`config.mk`:
```
export PLATFORM = sky130hd
export DESIGN_NAME = wdt_timer
export DESIGN_NICKNAME = d
export VERILOG_FILES = /design/src/rtl/wdt_pkg.sv /design/src/rtl/wdt_prescaler.sv /design/src/rtl/wdt_counter.sv /design/src/rtl/wdt_pulse.sv /design/src/rtl/wdt_timer.sv
export SDC_FILE = /design/constraint.sdc
export NUM_CORES = 1
export LEC_CHECK = 0
export BUFFER_PORTS_ARGS = -buffer_cell sky130_fd_sc_hd__clkbuf_2
export CORE_MARGIN = 2
export CORE_UTILIZATION = 44
export CTS_BUF_LIST = sky130_fd_sc_hd__clkbuf_4 sky130_fd_sc_hd__clkbuf_8
export CTS_CLUSTER_DIAMETER = 150
export DETAILED_ROUTE_END_ITERATION = 7
export GPL_ROUTABILITY_DRIVEN = 0
export GPL_TIMING_DRIVEN = 1
export PLACE_DENSITY = 0.7
export SETUP_SLACK_MARGIN = 0.05
export SYNTH_ARGS = -nofsm -noshare
export SYNTH_HDL_FRONTEND = slang
export SYNTH_SLANG_ARGS = --single-unit
```
`constraint.sdc`:
```
create_clock -name clk -period 2 [get_ports clk]
set_clock_uncertainty 0.1 [all_clocks]
set_input_delay 0.2 -clock clk [delete_from_list [all_inputs] [get_ports clk]]
set_output_delay 0.2 -clock clk [all_outputs]
set_load 0.02 [all_outputs]
```
`src/rtl/wdt_pkg.sv`:
```
package wdt_pkg;
  localparam int REG_W = 8;

  typedef struct packed {
    logic       wd_mode;     // 1: watchdog, 0: interval
    logic       run;         // timer enable
    logic       irq_en;
    logic       rst_en;
    logic       rst_manual;  // 1: manual kind, 0: power-on kind
    logic [2:0] clk_sel;
  } wdt_ctrl_t;

  typedef enum logic [1:0] {
    ADDR_CTRL  = 2'd0,
    ADDR_COUNT = 2'd1,
    ADDR_STAT  = 2'd2,
    ADDR_NONE  = 2'd3
  } wdt_addr_e;

  // log2 of the prescaler divisor for each clock-select code
  function automatic int unsigned div_shift(input logic [2:0] code);
    case (code)
      3'd0:    return 1;
      3'd1:    return 3;
      3'd2:    return 5;
      3'd3:    return 6;
      3'd4:    return 7;
      3'd5:    return 8;
      3'd6:    return 10;
      default: return 12;
    endcase
  endfunction
endpackage

```
`src/rtl/wdt_prescaler.sv`:
```
module wdt_prescaler #(
  parameter int PRE_W = 12   // must cover the largest shift (12)
) (
  input  logic       clk,
  input  logic       rst,
  input  logic       en_i,
  input  logic       restart_i,
  input  logic [2:0] sel_i,
  output logic       tick_o
);
  logic [PRE_W-1:0] pre_q;
  logic [PRE_W:0]   one_sh;
  logic [PRE_W-1:0] mask;

  always_comb begin
    one_sh = {{PRE_W{1'b0}}, 1'b1} << wdt_pkg::div_shift(sel_i);
    mask   = one_sh[PRE_W-1:0] - {{(PRE_W-1){1'b0}}, 1'b1};
    tick_o = ((pre_q & mask) == mask);
  end

  always_ff @(posedge clk) begin
    if (rst || !en_i || restart_i) pre_q <= '0;
    else                           pre_q <= pre_q + 1'b1;
  end

  // a tick can only come from a prescaler that ran last cycle
  a_r3_tick_needs_run: assert property (@(posedge clk) disable iff (rst)
    tick_o |-> $past(en_i));
  // a restart leaves no tick in the following cycle
  a_r10_restart_quiet: assert property (@(posedge clk) disable iff (rst)
    restart_i |=> !tick_o);
endmodule

```
`src/rtl/wdt_counter.sv`:
```
module wdt_counter #(
  parameter int W = 8
) (
  input  logic         clk,
  input  logic         rst,
  input  logic         en_i,
  input  logic         tick_i,
  input  logic         load_i,
  input  logic [W-1:0] load_val_i,
  output logic [W-1:0] cnt_o,
  output logic         ovf_o
);
  logic [W-1:0] cnt_q;
  logic         ovf_q;

  always_ff @(posedge clk) begin
    if (rst) begin
      cnt_q <= '0;
      ovf_q <= 1'b0;
    end else begin
      ovf_q <= 1'b0;
      if (!en_i)       cnt_q <= '0;
      else if (load_i) cnt_q <= load_val_i;
      else if (tick_i) begin
        cnt_q <= cnt_q + 1'b1;
        ovf_q <= &cnt_q;
      end
    end
  end

  assign cnt_o = cnt_q;
  assign ovf_o = ovf_q;

  // an overflow marks a step from all ones to zero
  a_r4_wrap: assert property (@(posedge clk) disable iff (rst)
    ovf_o |-> (cnt_o == '0) && ($past(cnt_o) == '1));
  // a stopped timer shows a zero count next cycle
  a_r2_stop_clears: assert property (@(posedge clk) disable iff (rst)
    !en_i |=> (cnt_o == '0));
endmodule

```
`src/rtl/wdt_pulse.sv`:
```
module wdt_pulse #(
  parameter int LEN = 32
) (
  input  logic clk,
  input  logic rst,
  input  logic start_i,
  output logic pulse_o
);
  localparam int CW = $clog2(LEN + 1);
  logic [CW-1:0] left_q;
  logic          pulse_q;

  always_ff @(posedge clk) begin
    if (rst) begin
      left_q  <= '0;
      pulse_q <= 1'b0;
    end else if (start_i) begin
      left_q  <= CW'(LEN - 1);
      pulse_q <= 1'b1;
    end else begin
      pulse_q <= (left_q != '0);
      if (left_q != '0) left_q <= left_q - 1'b1;
    end
  end

  assign pulse_o = pulse_q;

  generate
    if (LEN > 1) begin : g_hold
      // a pulse never lasts a single clock
      a_r8_pulse_hold: assert property (@(posedge clk) disable iff (rst)
        $rose(pulse_o) |=> pulse_o);
    end
  endgenerate
endmodule

```
`src/rtl/wdt_timer.sv`:
```
module wdt_timer #(
  parameter int PRE_W   = 12,
  parameter int POR_LEN = 32,
  parameter int MAN_LEN = 512
) (
  input  logic       clk,
  input  logic       rst,
  input  logic       wr_en,
  input  logic [1:0] addr,
  input  logic [7:0] wr_data,
  output logic [7:0] rd_data,
  output logic       irq,
  output logic       por_rst,
  output logic       man_rst
);
  import wdt_pkg::*;

  wdt_ctrl_t        ctrl_q;
  logic             stat_q;
  logic             irq_q;
  logic [REG_W-1:0] rd_q;
  logic             tick, ovf;
  logic [REG_W-1:0] cnt;
  logic             wr_ctrl, wr_cnt, wr_stat;
  logic             wd_rst, por_start, man_start;

  assign wr_ctrl = wr_en && (addr == ADDR_CTRL);
  assign wr_cnt  = wr_en && (addr == ADDR_COUNT);
  assign wr_stat = wr_en && (addr == ADDR_STAT);

  wdt_prescaler #(.PRE_W(PRE_W)) pre_i (
    .clk(clk), .rst(rst), .en_i(ctrl_q.run), .restart_i(wr_cnt),
    .sel_i(ctrl_q.clk_sel), .tick_o(tick)
  );

  wdt_counter #(.W(REG_W)) cnt_i (
    .clk(clk), .rst(rst), .en_i(ctrl_q.run), .tick_i(tick),
    .load_i(wr_cnt), .load_val_i(wr_data), .cnt_o(cnt), .ovf_o(ovf)
  );

  assign wd_rst    = ovf && ctrl_q.wd_mode && ctrl_q.rst_en;
  assign por_start = wd_rst && !ctrl_q.rst_manual;
  assign man_start = wd_rst &&  ctrl_q.rst_manual;

  wdt_pulse #(.LEN(POR_LEN)) por_i (
    .clk(clk), .rst(rst), .start_i(por_start), .pulse_o(por_rst)
  );

  wdt_pulse #(.LEN(MAN_LEN)) man_i (
    .clk(clk), .rst(rst), .start_i(man_start), .pulse_o(man_rst)
  );

  always_ff @(posedge clk) begin
    if (rst) begin
      ctrl_q <= '0;
      stat_q <= 1'b0;
      irq_q  <= 1'b0;
      rd_q   <= '0;
    end else begin
      if (wr_ctrl) ctrl_q <= wdt_ctrl_t'(wr_data);
      if (ovf)                        stat_q <= 1'b1;
      else if (wr_stat && !wr_data[0]) stat_q <= 1'b0;
      irq_q <= ovf && (!ctrl_q.wd_mode || ctrl_q.irq_en);
      case (addr)
        ADDR_CTRL:  rd_q <= ctrl_q;
        ADDR_COUNT: rd_q <= cnt;
        ADDR_STAT:  rd_q <= {{(REG_W-1){1'b0}}, stat_q};
        default:    rd_q <= '0;
      endcase
    end
  end

  assign rd_data = rd_q;
  assign irq     = irq_q;

  // an interrupt in watchdog mode needs the interrupt enable
  a_r6_irq_gate: assert property (@(posedge clk) disable iff (rst)
    irq |-> $past(!ctrl_q.wd_mode || ctrl_q.irq_en));
  // a reset pulse starts only in watchdog mode with the reset enable set
  a_r7_rst_gate: assert property (@(posedge clk) disable iff (rst)
    ($rose(por_rst) || $rose(man_rst)) |-> $past(ctrl_q.wd_mode && ctrl_q.rst_en));
  // the status flag rises only after an overflow
  a_r4_flag_src: assert property (@(posedge clk) disable iff (rst)
    $rose(stat_q) |-> $past(ovf));
  // interrupt pulses last one clock
  a_r5_irq_single: assert property (@(posedge clk) disable iff (rst)
    irq |=> !irq);
endmodule

```
==> out/metrics.yaml <==
status: "complete, no violations"
rr_worst_depth: 6
path_max_fanout: 3
internal_power_uw: 2490
fillCellCount: 549
fin_hold_ws_ns: 0.03238
timing.rr.end: "man_i.left_q[5]"
cts_tree: "done"
syn_avg_cell_area_um2: 8.586
hold_end: "ctrl_q[6]"
grt_usage_pct: 19.36
synth-async-reset-ratio_pct: 0
reg2reg_from: "man_i.left_q[3]"
layout-drive-gt1-share_pct: 21.82
synth_seq_cells: 57
yosysSeqAreaShare_pct: 42.60
switching_power_uw: 1118
clk_path_buf_depth: 2
grt_overflow: 0
slew_violations: 0
hold_depth: 3
die_y_um: 82.03
ir_drop_mv: 0.6924
synth-edff-count: 0
initial_core_util_pct: 45.51
syn_nets: 331
fin_util_pct: 55.97
viasPerCell: 5.382
cts_buffers: 9
yosysWarnings: 0
wirelength_um: 6103
drt-pass1-iter-count: 5
end_kind: "flop"
cp.required_ns: 2.12
power_density_mw_per_mm2: 1095
drcViolationCount: 0
final_cell_mix: "53 x dfxtp_1, 43 x nor2_1, 26 x nand2_1"
grt_pass1_wl_um: 9963
die_area_mm2: 0.006728
dp_hpwl_um: 4269
grt_pass1_vias: 2231
diodes: 0
fmax_mhz: 522.1
clock_sinks: 57
period_needed_ns: 1.915
arrival_ns: 2.03
postSynthCellCount: 312
areaGrowthSynthToFinish_pct: 22.98
path_clk_slew_ns: 0.07
p_leak_uw: 0.001308
rrSetupSlack_ns: 0.08
portBuffers: 23
netlist-cell-type-count: 50
drv_cap: 0
ant_nets: 0
layout.nets: 376
ys.flop_type: "dfxtp_1"
min_from: "wr_data[6]"
rows: 28
antenna_found_initial: 0
die_w_um: 82.03
holdCritPathClass: "primary input to flop"
ctsRootBufferMaster: "clkbuf_8"
switching_share_pct: 30.99
core-area_mm2: 0.005886
start_kind: "flop"
ioPinCount: 24
post-route-period-util_pct: 95.76
syn_area_mm2: 0.002679
hold_viol: 0
pwr-share-clk_pct: 32.9
htreeDepth: 3
p_seq_share_pct: 38.5
setup_viol: 0
power_frac_comb_pct: 28.6
critical_path_class: "flop to flop"
rsz0062_at_grt: "true"
mostFrequentLayoutCell: "dfxtp_1"
drt_iter0_drc: 109
grt_max_degree: 30
vias: 2352
post_drt_wl_per_cell_um: 13.97
worstSkewPairLatency_ns: 0.34
## per-stage QoR
step | TNS, ns | instances | worst slack (ns) | cell area, µm² | power [µW]
after floorplan | 0 | 312 | 0.06836 | 2679 | 2158
after global placement | -0.01030 | 419 | -0.01030 | 2998 | 2360
after detailed placement | -0.2225 | 419 | -0.1110 | 2998 | 2393
after CTS | 0 | 436 | 0.05182 | 3261 | 3600
after global routing | -0.03911 | 437 | -0.02492 | 3294 | 3830
final | 0 | 437 | 0.08475 | 3294 | 3608
## worst max path at each step
stage | from | end | slack (ns)
detailed placement | ctrl_q[0] | cnt_i.cnt_o[6] | -0.11
CTS | ctrl_q[1] | cnt_i.cnt_o[6] | 0.05
global placement | ctrl_q[0] | cnt_i.cnt_o[6] | -0.01
finish | man_i.left_q[3] | man_i.left_q[5] | 0.08
floorplan | ctrl_q[2] | cnt_i.cnt_o[6] | 0.07
global route | man_i.left_q[3] | man_i.left_q[5] | -0.02
## power by group through the flow
stage	clock [µW]	sequential, µW	combinational, µW
2_1_floorplan	0	1420	743
3_3_place_gp	0	1400	959
3_5_place_dp	0	1410	986
4_1_cts	1220	1380	1000
5_1_grt	1270	1410	1160
6_report	1190	1390	1030
## cell usage after synthesis (2+ instances only)
| library cell | number | area [µm²] |
|---|---|---|
| o21ai_0 | 11 | 55.05 |
| o31ai_1 | 2 | 15.01 |
| and3b_1 | 3 | 26.28 |
| nand3_1 | 11 | 55.05 |
| clkbuf_1 | 7 | 26.28 |
| nand2_1 | 27 | 101.4 |
| buf_2 | 2 | 10.01 |
| a31oi_1 | 7 | 43.79 |
| or3_1 | 6 | 37.54 |
| xor2_1 | 6 | 52.55 |
| nand4_1 | 2 | 12.51 |
| buf_1 | 3 | 11.26 |
| o311a_1 | 2 | 20.02 |
| nand2b_1 | 4 | 25.02 |
| or4_1 | 2 | 15.01 |
| and4_1 | 2 | 17.52 |
| nor2_1 | 44 | 165.2 |
| dfxtp_1 | 57 | 1141 |
| a21o_1 | 2 | 15.01 |
| nor3b_1 | 2 | 15.01 |
| inv_1 | 11 | 41.29 |
| nand3b_1 | 2 | 15.01 |
| and3_1 | 5 | 31.28 |
| nor2b_1 | 4 | 25.02 |
| a21oi_1 | 19 | 95.09 |
| nor3_1 | 10 | 50.05 |
| ha_1 | 6 | 75.07 |
| mux2i_1 | 19 | 190.2 |
| xnor2_1 | 10 | 87.58 |
| nand4b_1 | 2 | 17.52 |
| nor4_1 | 3 | 18.77 |
## registers in the layout, indices dropped and copies added (netlist names)
| name | flops |
|---|---|
| por_i.pulse_o | 1 |
| ctrl_q | 8 |
| rd_data | 8 |
| cnt_i.ovf_o | 1 |
| man_i.left_q | 10 |
| pre_i.pre_q | 12 |
| por_i.left_q | 6 |
| stat_q | 1 |
| irq | 1 |
| man_i.pulse_o | 1 |
| cnt_i.cnt_o | 8 |
## critical path, stage by stage, from the launching register on
cell and delay, ns:
dfxtp_2 0.33, or4_4 0.56, nor4b_4 0.33, buf_4 0.18, nor4b_2 0.05, xnor2_1 0.17
a21oi_1 0.08
## cell families after synthesis
group	share of synthesized area, %
AND/OR/NAND/NOR	25.55
XOR/XNOR	5.231
flip-flops	42.60
adder cells (fa/ha/maj)	2.802
multiplexers	7.520
other	0.1400
buffers and inverters	3.316
AO/OA/AOI/OAI	12.84
## cell type report
| class | instances | area, µm² | area share [%] |
|---|---|---|---|
| Inverter | 11 | 41.29 | 1.253 |
| Timing Repair Buffer | 46 | 291.5 | 8.849 |
| Sequential cell | 57 | 1146 | 34.79 |
| Multi-Input combinational cell | 232 | 1504 | 45.65 |
| Tap cell | 75 | 93.84 | 2.848 |
| Clock inverter | 7 | 93.84 | 2.848 |
| Clock buffer | 9 | 123.9 | 3.760 |
## timing repair
| action | CTS | global route |
|---|---|---|
| pin swaps | 6 | 8 |
| buffers inserted | 1 | 1 |
| hold endpoints to repair | 0 | 0 |
| gates cloned | 0 | 0 |
| resized for setup | 10 | 9 |
| hold buffers | 0 | 0 |
| endpoints found under the setup margin | 9 | 15 |
## routing by layer
layer | global-route usage (%) | wire length, µm | vias up
met5 | 0 | 0 | -
met4 | 5.500 | 58 | 0
met3 | 7.582 | 386 | 8
met2 | 31.95 | 2867 | 61
met1 | 23.34 | 2791 | 1089
li1 | - | - | 1194
Power figures use the tool's default switching activity.
